===== src/rtl/adm_pkg.sv =====
package adm_pkg;
  localparam int SMP_W     = 16;
  localparam int ATT_W     = 6;
  localparam int COEF_W    = 16;
  localparam int COEF_FRAC = 15;

  // 10^(-1.5/20) in Q2.30, one attenuation step
  localparam longint STEP_Q30 = 64'sd903441154;

  // Gain for a given code, as an unsigned fixed-point value with frac bits.
  function automatic longint gain_coef(input int code, input int frac);
    longint acc;
    acc = 64'sd1 <<< 30;
    for (int i = 0; i < code; i++) begin
      acc = (acc * STEP_Q30) >>> 30;
    end
    return acc >>> (30 - frac);
  endfunction
endpackage


===== src/rtl/adm_rst_sync.sv =====
module adm_rst_sync (
  input  logic clk,
  input  logic arst_n,
  output logic srst_n
);
  logic [1:0] sync_q;

  always_ff @(posedge clk or negedge arst_n) begin
    if (!arst_n) sync_q <= 2'b00;
    else         sync_q <= {sync_q[0], 1'b1};
  end

  assign srst_n = sync_q[1];
endmodule


===== src/rtl/adm_cfg_reg.sv =====
module adm_cfg_reg #(
  parameter int ATT_W = adm_pkg::ATT_W,
  localparam int REG_W = ATT_W + 2
) (
  input  logic             clk,
  input  logic             rst_n,
  input  logic             we,
  input  logic [REG_W-1:0] wdata,
  output logic [REG_W-1:0] rdata,
  output logic             mix_en,
  output logic [ATT_W-1:0] att_code
);
  logic             en_q,  en_nxt;
  logic [ATT_W-1:0] att_q, att_nxt;

  always_comb begin
    en_nxt  = en_q;
    att_nxt = att_q;
    if (we) begin
      en_nxt  = wdata[0];
      att_nxt = wdata[REG_W-1:2];
    end
  end

  always_ff @(posedge clk or negedge rst_n) begin
    if (!rst_n) begin
      en_q  <= 1'b0;
      att_q <= '0;
    end else begin
      en_q  <= en_nxt;
      att_q <= att_nxt;
    end
  end

  assign rdata    = {att_q, 1'b0, en_q};
  assign mix_en   = en_q;
  assign att_code = att_q;

  p_cfg_write_r1: assert property (@(posedge clk) disable iff (!rst_n)
    we |=> (rdata == ($past(wdata) & ~(REG_W'(1) << 1))));
  p_cfg_hold_r1: assert property (@(posedge clk) disable iff (!rst_n)
    !we |=> $stable(rdata));
endmodule


===== src/rtl/adm_gain_rom.sv =====
module adm_gain_rom #(
  parameter int ATT_W     = adm_pkg::ATT_W,
  parameter int COEF_W    = adm_pkg::COEF_W,
  parameter int COEF_FRAC = adm_pkg::COEF_FRAC,
  localparam int DEPTH    = 1 << ATT_W
) (
  input  logic [ATT_W-1:0]  code_i,
  output logic [COEF_W-1:0] coef_o
);
  logic [COEF_W-1:0] tbl [DEPTH];

  for (genvar k = 0; k < DEPTH; k++) begin : g_entry
    localparam longint GVAL = adm_pkg::gain_coef(k, COEF_FRAC);
    assign tbl[k] = COEF_W'(GVAL);
  end

  assign coef_o = tbl[code_i];
endmodule


===== src/rtl/adm_stream_hold.sv =====
module adm_stream_hold #(
  parameter int SMP_W   = adm_pkg::SMP_W,
  parameter bit FILL_EN = 1'b0
) (
  input  logic                    clk,
  input  logic                    rst_n,
  input  logic                    load,
  input  logic                    drop,
  input  logic                    fill_sel,
  input  logic signed [SMP_W-1:0] smp_i,
  output logic signed [SMP_W-1:0] term_o
);
  logic signed [SMP_W-1:0] held_q, held_nxt;
  logic                    use_fill;

  always_comb begin
    held_nxt = held_q;
    if (load && !drop) held_nxt = smp_i;
  end

  always_ff @(posedge clk or negedge rst_n) begin
    if (!rst_n) held_q <= '0;
    else        held_q <= held_nxt;
  end

  assign use_fill = FILL_EN && drop && fill_sel;
  assign term_o   = use_fill ? '0 : held_q;

  p_hold_drop_r8_r10: assert property (@(posedge clk) disable iff (!rst_n)
    (!load || drop) |=> $stable(held_q));
  p_hold_load_r8: assert property (@(posedge clk) disable iff (!rst_n)
    (load && !drop) |=> (held_q == $past(smp_i)));
endmodule


===== src/rtl/adm_mix_lane.sv =====
module adm_mix_lane #(
  parameter int SMP_W     = adm_pkg::SMP_W,
  parameter int COEF_W    = adm_pkg::COEF_W,
  parameter int COEF_FRAC = adm_pkg::COEF_FRAC,
  localparam int PW       = SMP_W + COEF_W + 1
) (
  input  logic                    mix_en,
  input  logic [COEF_W-1:0]       coef,
  input  logic signed [SMP_W-1:0] cap_term,
  input  logic signed [SMP_W-1:0] pb_term,
  output logic signed [SMP_W-1:0] mix_o
);
  localparam logic signed [PW-1:0] MAXV = PW'((64'sd1 <<< (SMP_W-1)) - 64'sd1);
  localparam logic signed [PW-1:0] MINV = -MAXV - PW'(1);

  logic signed [PW-1:0] prod, bias, scaled, contrib, sum;

  always_comb begin
    prod = cap_term * $signed({1'b0, coef});
    bias = '0;
    bias[COEF_FRAC-1:0] = {COEF_FRAC{prod[PW-1]}};
    scaled  = (prod + bias) >>> COEF_FRAC;
    contrib = mix_en ? scaled : '0;
    sum     = contrib + PW'(pb_term);
    if (sum > MAXV)      mix_o = MAXV[SMP_W-1:0];
    else if (sum < MINV) mix_o = MINV[SMP_W-1:0];
    else                 mix_o = sum[SMP_W-1:0];
  end
endmodule


===== src/rtl/adm_mixer_top.sv =====
module adm_mixer_top #(
  parameter int SMP_W     = adm_pkg::SMP_W,
  parameter int ATT_W     = adm_pkg::ATT_W,
  parameter int COEF_W    = adm_pkg::COEF_W,
  parameter int COEF_FRAC = adm_pkg::COEF_FRAC,
  localparam int REG_W    = ATT_W + 2,
  localparam int LANES    = 2
) (
  input  logic             clk,
  input  logic             rst_n,
  input  logic             cfg_we,
  input  logic [REG_W-1:0] cfg_wdata,
  output logic [REG_W-1:0] cfg_rdata,
  input  logic             cap_valid,
  input  logic [SMP_W-1:0] cap_left,
  input  logic [SMP_W-1:0] cap_right,
  input  logic             cap_ovr,
  input  logic             pb_valid,
  input  logic [SMP_W-1:0] pb_left,
  input  logic [SMP_W-1:0] pb_right,
  input  logic             pb_udr,
  input  logic             tick,
  input  logic             zero_fill,
  output logic             out_valid,
  output logic [SMP_W-1:0] out_left,
  output logic [SMP_W-1:0] out_right
);
  logic              srst_n;
  logic              mix_en;
  logic [ATT_W-1:0]  att_code;
  logic [COEF_W-1:0] coef;

  logic signed [SMP_W-1:0] cap_in  [LANES];
  logic signed [SMP_W-1:0] pb_in   [LANES];
  logic signed [SMP_W-1:0] cap_term[LANES];
  logic signed [SMP_W-1:0] pb_term [LANES];
  logic signed [SMP_W-1:0] mix     [LANES];
  logic signed [SMP_W-1:0] out_q   [LANES];
  logic signed [SMP_W-1:0] out_nxt [LANES];
  logic                    vld_q, vld_nxt;

  assign cap_in[0] = cap_left;
  assign cap_in[1] = cap_right;
  assign pb_in[0]  = pb_left;
  assign pb_in[1]  = pb_right;

  adm_rst_sync u_rst_sync (
    .clk    (clk),
    .arst_n (rst_n),
    .srst_n (srst_n)
  );

  adm_cfg_reg #(.ATT_W(ATT_W)) u_cfg (
    .clk      (clk),
    .rst_n    (srst_n),
    .we       (cfg_we),
    .wdata    (cfg_wdata),
    .rdata    (cfg_rdata),
    .mix_en   (mix_en),
    .att_code (att_code)
  );

  adm_gain_rom #(.ATT_W(ATT_W), .COEF_W(COEF_W), .COEF_FRAC(COEF_FRAC)) u_gain (
    .code_i (att_code),
    .coef_o (coef)
  );

  for (genvar ch = 0; ch < LANES; ch++) begin : g_lane
    adm_stream_hold #(.SMP_W(SMP_W), .FILL_EN(1'b0)) u_cap_hold (
      .clk      (clk),
      .rst_n    (srst_n),
      .load     (cap_valid),
      .drop     (cap_ovr),
      .fill_sel (1'b0),
      .smp_i    (cap_in[ch]),
      .term_o   (cap_term[ch])
    );

    adm_stream_hold #(.SMP_W(SMP_W), .FILL_EN(1'b1)) u_pb_hold (
      .clk      (clk),
      .rst_n    (srst_n),
      .load     (pb_valid),
      .drop     (pb_udr),
      .fill_sel (zero_fill),
      .smp_i    (pb_in[ch]),
      .term_o   (pb_term[ch])
    );

    adm_mix_lane #(.SMP_W(SMP_W), .COEF_W(COEF_W), .COEF_FRAC(COEF_FRAC)) u_lane (
      .mix_en   (mix_en),
      .coef     (coef),
      .cap_term (cap_term[ch]),
      .pb_term  (pb_term[ch]),
      .mix_o    (mix[ch])
    );

    p_mute_r2: assert property (@(posedge clk) disable iff (!srst_n)
      (tick && !mix_en) |=> (out_q[ch] == $past(pb_term[ch])));
    p_no_wrap_r5: assert property (@(posedge clk) disable iff (!srst_n)
      (tick && !pb_term[ch][SMP_W-1] && !cap_term[ch][SMP_W-1]) |=> !out_q[ch][SMP_W-1]);
    p_out_stable_r6: assert property (@(posedge clk) disable iff (!srst_n)
      !tick |=> $stable(out_q[ch]));
  end

  always_comb begin
    vld_nxt = tick;
    for (int ch = 0; ch < LANES; ch++) begin
      out_nxt[ch] = tick ? mix[ch] : out_q[ch];
    end
  end

  always_ff @(posedge clk or negedge srst_n) begin
    if (!srst_n) begin
      vld_q <= 1'b0;
      for (int ch = 0; ch < LANES; ch++) out_q[ch] <= '0;
    end else begin
      vld_q <= vld_nxt;
      for (int ch = 0; ch < LANES; ch++) out_q[ch] <= out_nxt[ch];
    end
  end

  assign out_valid = vld_q;
  assign out_left  = out_q[0];
  assign out_right = out_q[1];

  p_valid_pulse_r6: assert property (@(posedge clk) disable iff (!srst_n)
    tick |=> out_valid);
  p_valid_idle_r6: assert property (@(posedge clk) disable iff (!srst_n)
    !tick |=> !out_valid);
endmodule


===== config.mk =====
export PLATFORM = sky130hd
export DESIGN_NAME = adm_mixer_top
export DESIGN_NICKNAME = d
export VERILOG_FILES = /design/src/rtl/adm_pkg.sv /design/src/rtl/adm_rst_sync.sv /design/src/rtl/adm_cfg_reg.sv /design/src/rtl/adm_gain_rom.sv /design/src/rtl/adm_stream_hold.sv /design/src/rtl/adm_mix_lane.sv /design/src/rtl/adm_mixer_top.sv
export SDC_FILE = /design/constraint.sdc
export NUM_CORES = 1
export LEC_CHECK = 0
export BUFFER_PORTS_ARGS = -buffer_cell sky130_fd_sc_hd__buf_2
export CAP_MARGIN = 25
export CORE_MARGIN = 2
export CORE_UTILIZATION = 35
export DETAILED_ROUTE_END_ITERATION = 16
export SLEW_MARGIN = 10
export SYNTH_ARGS = -nofsm -noshare
export SYNTH_HDL_FRONTEND = slang
export SYNTH_SLANG_ARGS = --single-unit

===== constraint.sdc =====
create_clock -name clk -period 5.7 [get_ports clk]
set_input_delay 0.57 -clock clk [delete_from_list [all_inputs] [get_ports clk]]
set_output_delay 0.57 -clock clk [all_outputs]
set_load 0.01 [all_outputs]

; Word-level counts from Yosys, hierarchy flattened
; Memories as Yosys holds them, arrays and structs flattened.
; Index checks and enable logic that the tools add are counted.
[word_totals]
reg_bits = 106
rom_bits = 1024
in_bits = 81
output_inout_bits = 41
wordCells = 38
memories = 1
[op_classes]
addsub = 4
mul = 2
order_cmp = 5
muxes = 10
n_bitwise = 1
n_reduce_logical = 5
[mem_list]
columns = name, words, word_bits, read_ports, rd_ports_with_merged_regs, write_ports, line_no
row1 = (name not given), 64, 16, 1, 0, 0, adm_gain_rom.sv:17  ; assign coef_o = tbl[code_i];
[ops]
columns = operator, n
row1 = adder 33 x 16 -> 33 bit, 4
row2 = 2-to-1 mux 16 bit, 8
row3 = "greater-than comparator 33 x 16 -> 1 bit, second input constant", 2
row4 = "less-than comparator 33 x 16 -> 1 bit, second input constant", 2
row5 = multiplier 16 x 17 -> 33 bit, 2
row6 = 2-to-1 mux 33 bit, 2
row7 = "greater-or-equal comparator 7 bit, second input constant", 1
row8 = inverter 6 -> 7 bit, 1
row9 = logical AND 1 bit, 3
row10 = zero test 1 bit, 2

; Logic depth before layout (Yosys ltp)
; Gate-level depths: netlist (run 1).
[depth]
ltp_word = 11
depth_mapped = 60
mapped_depth_nobuf = 55

; Hierarchy
; Synthesis (run 1) repeated with hierarchy kept, for this count alone.
[unflattened]
hier_cells = 2981
area_unflattened_um2 = 27132.3
[by_module_without_submodules]
columns = mod, n_inst, cells_each, area_per_inst_um2, seq_area_each_um2
row1 = adm_mix_lane at g_lane[1].u_lane, 1, 1293, 10820.4, 0.0
row2 = adm_mix_lane at g_lane[0].u_lane, 1, 1282, 10699.0, 0.0
row3 = adm_stream_hold at g_lane[0].u_pb_hold ..., 2, 53, 754.5, 400.4
row4 = adm_mixer_top, 1, 70, 1373.8, 825.8
row5 = adm_stream_hold at g_lane[0].u_cap_hold ..., 2, 35, 663.1, 400.4
row6 = adm_gain_rom, 1, 133, 994.7, 0.0
row7 = adm_cfg_reg, 1, 24, 355.3, 175.2
row8 = adm_rst_sync, 1, 3, 53.8, 50.0

; Worst setup path after synthesis (run 1)
; No wires, ideal clock.
[synth_path]
path_type = register -> register
startpoint = reg u_cfg.att_q[0], in the netlist u_cfg.att_code[0]
endpoint = reg out_q, in the netlist out_right[10]
setup_ns = 0.137
t_arrival_ns = 12.248
t_required_ns = 5.563
slack_ns = -6.685
path_stages_with_launch = 52
n_path_buf = 2
synth_period_minus_slack_ns = 12.385
cell_sequence = dfrtp_1 inv_1 ha_1 nor2_1 a21oi_1 mux4_2 o22ai_1 clkbuf_1 nand2_1 fa_1 inv_1 fa_1 inv_1 fa_1 inv_1 fa_1 fa_1 inv_1 (+16 left out) nor3_1 a211oi_2 o32ai_4 nor2_4 nor3b_2 mux2_2 ha_1 or4_1 o2111ai_1 a31oi_1 a21o_1 a211oi_1 nor2_1 nor4_1 o31ai_1 a21oi_1 clkbuf_1 a21oi_1
[synth_between]
elab_chain_len = 11
word_cells_on_any_way = 12
classes_between = add/sub: 2 / mul: 1 / order compare: 2 / mux: 5 / bitwise: 1 / memory: 1
[synth_rtl]
columns = element, line_no
row1 = start: declaration, adm_cfg_reg.sv:14  ; logic [ATT_W-1:0] att_q, att_nxt;
row2 = start signal: assignment, adm_cfg_reg.sv:31  ; att_q <= att_nxt;
row3 = inverter 6 -> 7 bit (implied by the code) (*), adm_gain_rom.sv:17
row4 = memory (64 x 16 bit) (*), n/a
row5 = 2-to-1 mux 16 bit (implied by the code) (*) (2 in series), adm_gain_rom.sv:17
row6 = multiplier 16 x 17 -> 33 bit (*), adm_mix_lane.sv:19  ; prod = cap_term * $signed({1'b0, coef});
row7 = adder 33 x 16 -> 33 bit (*), adm_mix_lane.sv:22  ; scaled = (prod + bias) >>> COEF_FRAC;
row8 = 2-to-1 mux 33 bit (*), adm_mix_lane.sv:23  ; contrib = mix_en ? scaled : '0;
row9 = adder 33 x 16 -> 33 bit (*), adm_mix_lane.sv:24  ; sum = contrib + PW'(pb_term);
row10 = less-than comparator 33 x 16 -> 1 bit, adm_mix_lane.sv:26  ; else if (sum < MINV) mix_o = MINV[SMP_W-1:0];
row11 = 2-to-1 mux 16 bit, adm_mix_lane.sv:26
row12 = 2-to-1 mux 16 bit (*), adm_mix_lane.sv:25  ; if (sum > MAXV) mix_o = MAXV[SMP_W-1:0];
row13 = end: declaration, adm_mixer_top.sv:38  ; logic signed [SMP_W-1:0] out_q [LANES];
; Every way passes the cells marked *; elsewhere a longest branch is shown, timed or not. The select of a mux whose other input is x is not followed.
; A chain may end at the register's enable or synchronous reset.

; Worst setup path in the final report (run 1)
[layout_path]
startpoint = reg u_cfg.att_q[1], in the netlist u_cfg.att_code[1]
endpoint = reg out_q, in the netlist out_right[3]
; The elaborated chain is that of the path after synthesis.

==> results of run 1 <==
-- flip-flops by register name (all words and copies together) (netlist names) --
name and count:
out_left 16, u_rst_sync.sync_q 2, u_cfg.mix_en 1, g_lane.u_pb_hold.held_q 32, u_cfg.att_code 6, g_lane.u_cap_hold.term_o 32, out_right 16, out_valid 1
-- routing by layer --
layer  track usage  share of wire  vias to the layer above
met3        0.0251          0.051                       37
met2         0.311           0.46                      524
met1         0.293           0.48                    11300
met5             0       0.000094                        -
li1              -              -                    11000
met4        0.0241         0.0087                        2
-- worst paths after layout --
path | from | to | slack, ps | cells past startpoint
worst max-delay path | u_cfg.att_code[1] | out_right[3] | -5910 | 47
max in group asynchronous | u_rst_sync.sync_q[1] | g_lane[1].u_cap_hold.term_o[5] | 4260 | 2
min in group clk | cfg_wdata[6] | u_cfg.att_code[4] | 350 | 3
worst min-delay path | u_rst_sync.sync_q[1] | u_cfg.att_code[2] | 270 | 0
worst max register to register | u_cfg.att_code[1] | out_right[3] | -5910 | 47
worst min register to register | u_rst_sync.sync_q[1] | u_cfg.att_code[2] | 270 | 0
-- synthesized netlist by cell type (15+ instances only) --
cell type	instances
a211oi_1	23
a21o_1	37
a21oi_1	123
and2_1	255
and3_1	25
clkbuf_1	111
dfrtp_1	106
fa_1	390
ha_1	307
inv_1	515
mux2_2	65
nand2_1	362
nand2b_1	38
nand3_1	26
nand4_1	19
nor2_1	126
nor2b_1	15
nor3_1	38
o21a_1	20
o21ai_0	81
or3_1	16
xnor2_1	63
xor2_1	26
-- through the flow --
| step | TNS (ps) | instance area [um^2] | hold slack (ps) | util | setup WS, ps |
|---|---|---|---|---|---|
| floorplan | -174000 | 26600 | 274 | - | -5700 |
| global placement | -186380 | 32300 | 313 | 0.436 | -5980 |
| detailed placement | -190090 | 32300 | 318 | 0.436 | -6110 |
| CTS | -185640 | 33300 | 301 | 0.449 | -5850 |
| global route | -200180 | 34400 | 327 | 0.463 | -6360 |
| finish | -185430 | 34400 | 269 | 0.463 | -5910 |
-- layout make-up --
cell class / count / area, um^2
Multi-Input combinational cell: 2263 / 22100
Inverter: 517 / 1950
Sequential cell: 106 / 2660
Fill cell: 7086 / 39800
Clock buffer: 10 / 239
Tap cell: 969 / 1210
Clock inverter: 6 / 65.1
Timing Repair Buffer: 770 / 6110
-- worst max-delay path, delay by kind of cell (launching register included) --
| family | cells | cell delay (ps) |
|---|---|---|
| muxes | 3 | 1420 |
| adders and majority gates | 10 | 3820 |
| AOI/OAI and AO/OA | 19 | 3300 |
| buffers and inverters | 8 | 890 |
| and+or+nand+nor | 7 | 1610 |
| DFF | 1 | 440 |
-- timing repair --
action | CTS | global route
hold buffers | 1 | 0
buffers inserted | 22 | 34
endpoints found under the hold margin | 2 | 0
resized for setup | 64 | 147
setup endpoints to repair | 32 | 32
pin swaps | 17 | 59
gates cloned | 5 | 3
-- kinds of logic (layout without fill, tap and decap cells) --
kind of cell    count (synthesis)  after routing  synth area share
mux                            78             78            0.0350
xor+xnor                       89             89            0.0298
buf+inv                       657           1303            0.0958
compound gates                431            431             0.109
fa+ha+maj                     697            697             0.445
other cells                     2              2          0.000287
flops                         106            106             0.101
simple gates                  965            966             0.184
==> impl_metrics.json, run 1 <==
{
  "status": "finished with violations",
  "violations": "setup timing",
  "yosysTopAreaCell": "fa_1",
  "die_h_um": 277,
  "critPathMostFrequentCell": "fa_1",
  "slew_violations": 0,
  "ys_seq_area_frac": 0.101,
  "drcViolationCount": 0,
  "postSynthAreaPerCell_um2": 8.65,
  "first_pass_iters": 5,
  "critPathLaunchType": "flop",
  "syn_area_um2": 26200,
  "rsz0062_at_grt": "yes",
  "syn_to_final_growth_pct": 31.3,
  "synth-seq-cells": 106,
  "die_w_um": 277,
  "core_um2": 74200,
  "finalCritPeriodShare": 2.04,
  "synth.area.top_cells": "fa_1 30%, ha_1 15%, dfrtp_1 10%",
  "fp-row-count": 100,
  "max_stage_delay_ps": 630,
  "crit_path_max_fanout": 7,
  "synth_top_area_frac": 0.298,
  "clk_path_buf_depth": 2,
  "skew_ps": 22.6,
  "grt_max_degree": 69,
  "crit_type": "reg -> reg",
  "cp_slowest_cell": "mux4_2",
  "die_area_um2": 77000,
  "initialDrtViolationCount": 1360,
  "dp_cells": 4558,
  "stdcell_count": 4641,
  "synth_edf_count": 0,
  "maxCapViolCount": 0,
  "netlist_instances": 3025,
  "hold_path.class": "reg -> async",
  "clk_pin_slew_ps": 110,
  "routed_wl_um": 74400,
  "htreeDepth": 3,
  "wl_per_cell_um": 16.0,
  "hold_viol": 0,
  "gr-total-overflow": 0,
  "clock_sinks": 106,
  "cts_tree": "yes",
  "io_buffers": 119,
  "fmax_mhz": 86.1,
  "grt_pass1_wl_um": 123000,
  "synthFlopType": "dfrtp_1",
  "nets": 4445,
  "vias": 22800,
  "layout_common_cells": "593 x buf_4, 502 x inv_1, 378 x fa_1, 356 x nand2_1, 284 x ha_1",
  "grt_use_total": 0.197,
  "post-route-min-period_ps": 11610,
  "crit_required_ps": 6000,
  "cts_root_buf": "clkbuf_16",
  "place.gp.congestion": 0.872,
  "synth_nets": 3803,
  "synthArstFlopShare": 1.00,
  "cts_made_buffers": 9,
  "start_util": 0.353,
  "hpwl_um": 61900,
  "via_per_inst": 4.92,
  "ant_nets": 0,
  "io_pins": 122,
  "grt_pass1_vias": 22800,
  "worstPathArrival_ps": 11910,
  "endpoint_kind": "flop",
  "antenna_found_initial": 3,
  "clkLatencyLatePin_ps": 420,
  "diodes": 0,
  "tightest_slew_ps": 624,
  "yosys_warnings": 0,
  "slew_headroom": 0.581,
  "synth_cell_type_count": 89,
  "setup_violations": 32,
  "timing.final.ws_setup_ps": -5910,
  "final_common_cell": "buf_4",
  "drive_gt1_frac": 0.294
}
Power of run 1 is not shown: default switching activity piles up to over one toggle a cycle in this logic, so the estimate is an artifact.
==> inputs of run 2 (changes only) <==
--- a/config.mk
+++ b/config.mk
@@ -5,7 +5,7 @@
 export SDC_FILE = /design/constraint.sdc
 export NUM_CORES = 1
 export LEC_CHECK = 0
-export BUFFER_PORTS_ARGS = -buffer_cell sky130_fd_sc_hd__buf_2
+export BUFFER_PORTS_ARGS = -buffer_cell sky130_fd_sc_hd__clkbuf_2
 export CAP_MARGIN = 25
 export CORE_MARGIN = 2
 export CORE_UTILIZATION = 35
==> run 2 against run 1 <==
  * The flow still finishes with violations (setup timing)
  * Routed wire length shrank 1.3%
  * Clock skew hardly changed
  * Cell area about the same
  * Via count decreased by 0.43%
  * Non-clock buffer count down 4
  * First-iteration DRC count shrank 13%
  * Flip-flop and latch count is the same
  * Count of clock-buffer cells in the layout down 1
  * Global-route usage decreased by 0.15 points
  * Setup slack got worse by 3.8 ps
  * Critical path depth rose by 2
  * Largest cell class unchanged
  * Highest routed layer unchanged
==> impl_metrics.json, run 2 (synthesis gave the netlist of run 1 again) <==
{
  "fp-row-count": 100,
  "whs_ps": 339,
  "cts_made_buffers": 9,
  "wl_per_cell_um": 15.9,
  "slew_violations": 0,
  "dp_cells": 4555,
  "hpwl_um": 60900,
  "ant_nets": 0,
  "setup_violations": 32,
  "htreeDepth": 3,
  "finalCritPeriodShare": 2.04,
  "endpoint_kind": "flop",
  "final_common_cell": "buf_4",
  "grt_pass1_wl_um": 122000,
  "critPathMostFrequentCell": "fa_1",
  "max_stage_delay_ps": 570,
  "rsz0062_at_grt": "yes",
  "crit_required_ps": 6000,
  "tightest_slew_ps": 878,
  "diodes": 0,
  "clk_pin_slew_ps": 110,
  "clkLatencyLatePin_ps": 420,
  "worstPathArrival_ps": 11910,
  "fmax_mhz": 86.1,
  "first_pass_iters": 5,
  "fillers": 7147,
  "critPathLaunchType": "flop",
  "clock_sinks": 106,
  "via_per_inst": 4.90,
  "antenna_found_initial": 2,
  "slew_headroom": 0.414,
  "routed_wl_um": 73500,
  "stdcell_count": 4635,
  "clk_path_buf_depth": 2,
  "nets": 4440,
  "drive_gt1_frac": 0.299,
  "reg2reg_depth": 49,
  "grt_pass1_vias": 23500,
  "die_h_um": 277,
  "timing.final.ws_setup_ps": -5910,
  "io_pins": 122,
  "place.gp.congestion": 0.879,
  "grt_use_total": 0.195,
  "cts_tree": "yes",
  "skew_ps": 22.2,
  "hold_path.class": "reg -> async",
  "layout_common_cells": "585 x buf_4, 495 x inv_1, 379 x fa_1, 352 x nand2_1, 276 x ha_1",
  "syn_to_final_growth_pct": 31.2,
  "status": "finished with violations",
  "die_area_um2": 77000,
  "start_util": 0.353,
  "initialDrtViolationCount": 1179,
  "grt_max_degree": 58,
  "die_w_um": 277,
  "gr-total-overflow": 0,
  "drcViolationCount": 0,
  "hold_viol": 0,
  "cts_root_buf": "clkbuf_16",
  "core_um2": 74200,
  "violations": "setup timing",
  "io_buffers": 119,
  "post-route-min-period_ps": 11610,
  "crit_path_max_fanout": 7,
  "cp_slowest_cell": "mux4_2",
  "crit_type": "reg -> reg",
  "maxCapViolCount": 0,
  "vias": 22700
}
run 2: repair_timing:
action	in CTS	in global routing
endpoints found under the setup margin	32	32
endpoints found under the hold margin	2	0
gates resized for setup	111	151
pin swaps	56	65
gates cloned	2	1
setup buffers	26	36
hold buffers	1	0
run 2: final timing paths:
kind / to / start / slack (ps)
setup / recovery: out_right[3] / u_cfg.att_code[0] / -5910
hold / removal: out_left[1] / u_rst_sync.sync_q[1] / 340
setup reg to reg: out_right[3] / u_cfg.att_code[0] / -5910
hold reg to reg: out_left[1] / u_rst_sync.sync_q[1] / 340
max in group asynchronous: g_lane[1].u_cap_hold.term_o[11] / u_rst_sync.sync_q[1] / 4000
min in group clk: u_cfg.att_code[4] / cfg_wdata[6] / 360
run 2: final cells by class:
cell class                 count  area (um^2)  area share
clock buffer                   9          225     0.00656
multi-input combinational   2262        22300       0.649
clock inverter                 6         67.6     0.00197
sequential                   106         2660      0.0775
inverter                     517         1950      0.0568
timing repair buffer         766         5940       0.173
tap                          969         1210      0.0353
run 2: through the flow:
step / worst slack, ps / utilization / area, um^2 / setup TNS, ps
floorplan: -5700 / - / 26600 / -174000
global placement: -5920 / 0.435 / 32300 / -185960
detailed placement: -6120 / 0.435 / 32300 / -190780
CTS: -5860 / 0.450 / 33400 / -183610
global route: -6420 / 0.463 / 34300 / -199290
finish: -5910 / 0.463 / 34300 / -182590
run 2: worst max-delay path: cells and delay by family (launching register included):
| family | cells | cell delay, ps |
|---|---|---|
| multiplexers | 3 | 1340 |
| AO/OA/AOI/OAI | 20 | 3490 |
| adder cells (fa/ha/maj) | 10 | 3890 |
| buffers and inverters | 8 | 1080 |
| flip-flops | 1 | 410 |
| AND/OR/NAND/NOR | 8 | 1290 |
run 2: routing by layer:
metal	share of wire	GRT usage	routed length, um	vias up
li1	-	-	-	11000
met4	0.015	0.0424	1100	2
met1	0.49	0.286	35800	11200
met5	0.000095	0	7	-
met2	0.45	0.304	33200	461
met3	0.045	0.0264	3330	73
Power of run 2 is left out for the same reason.
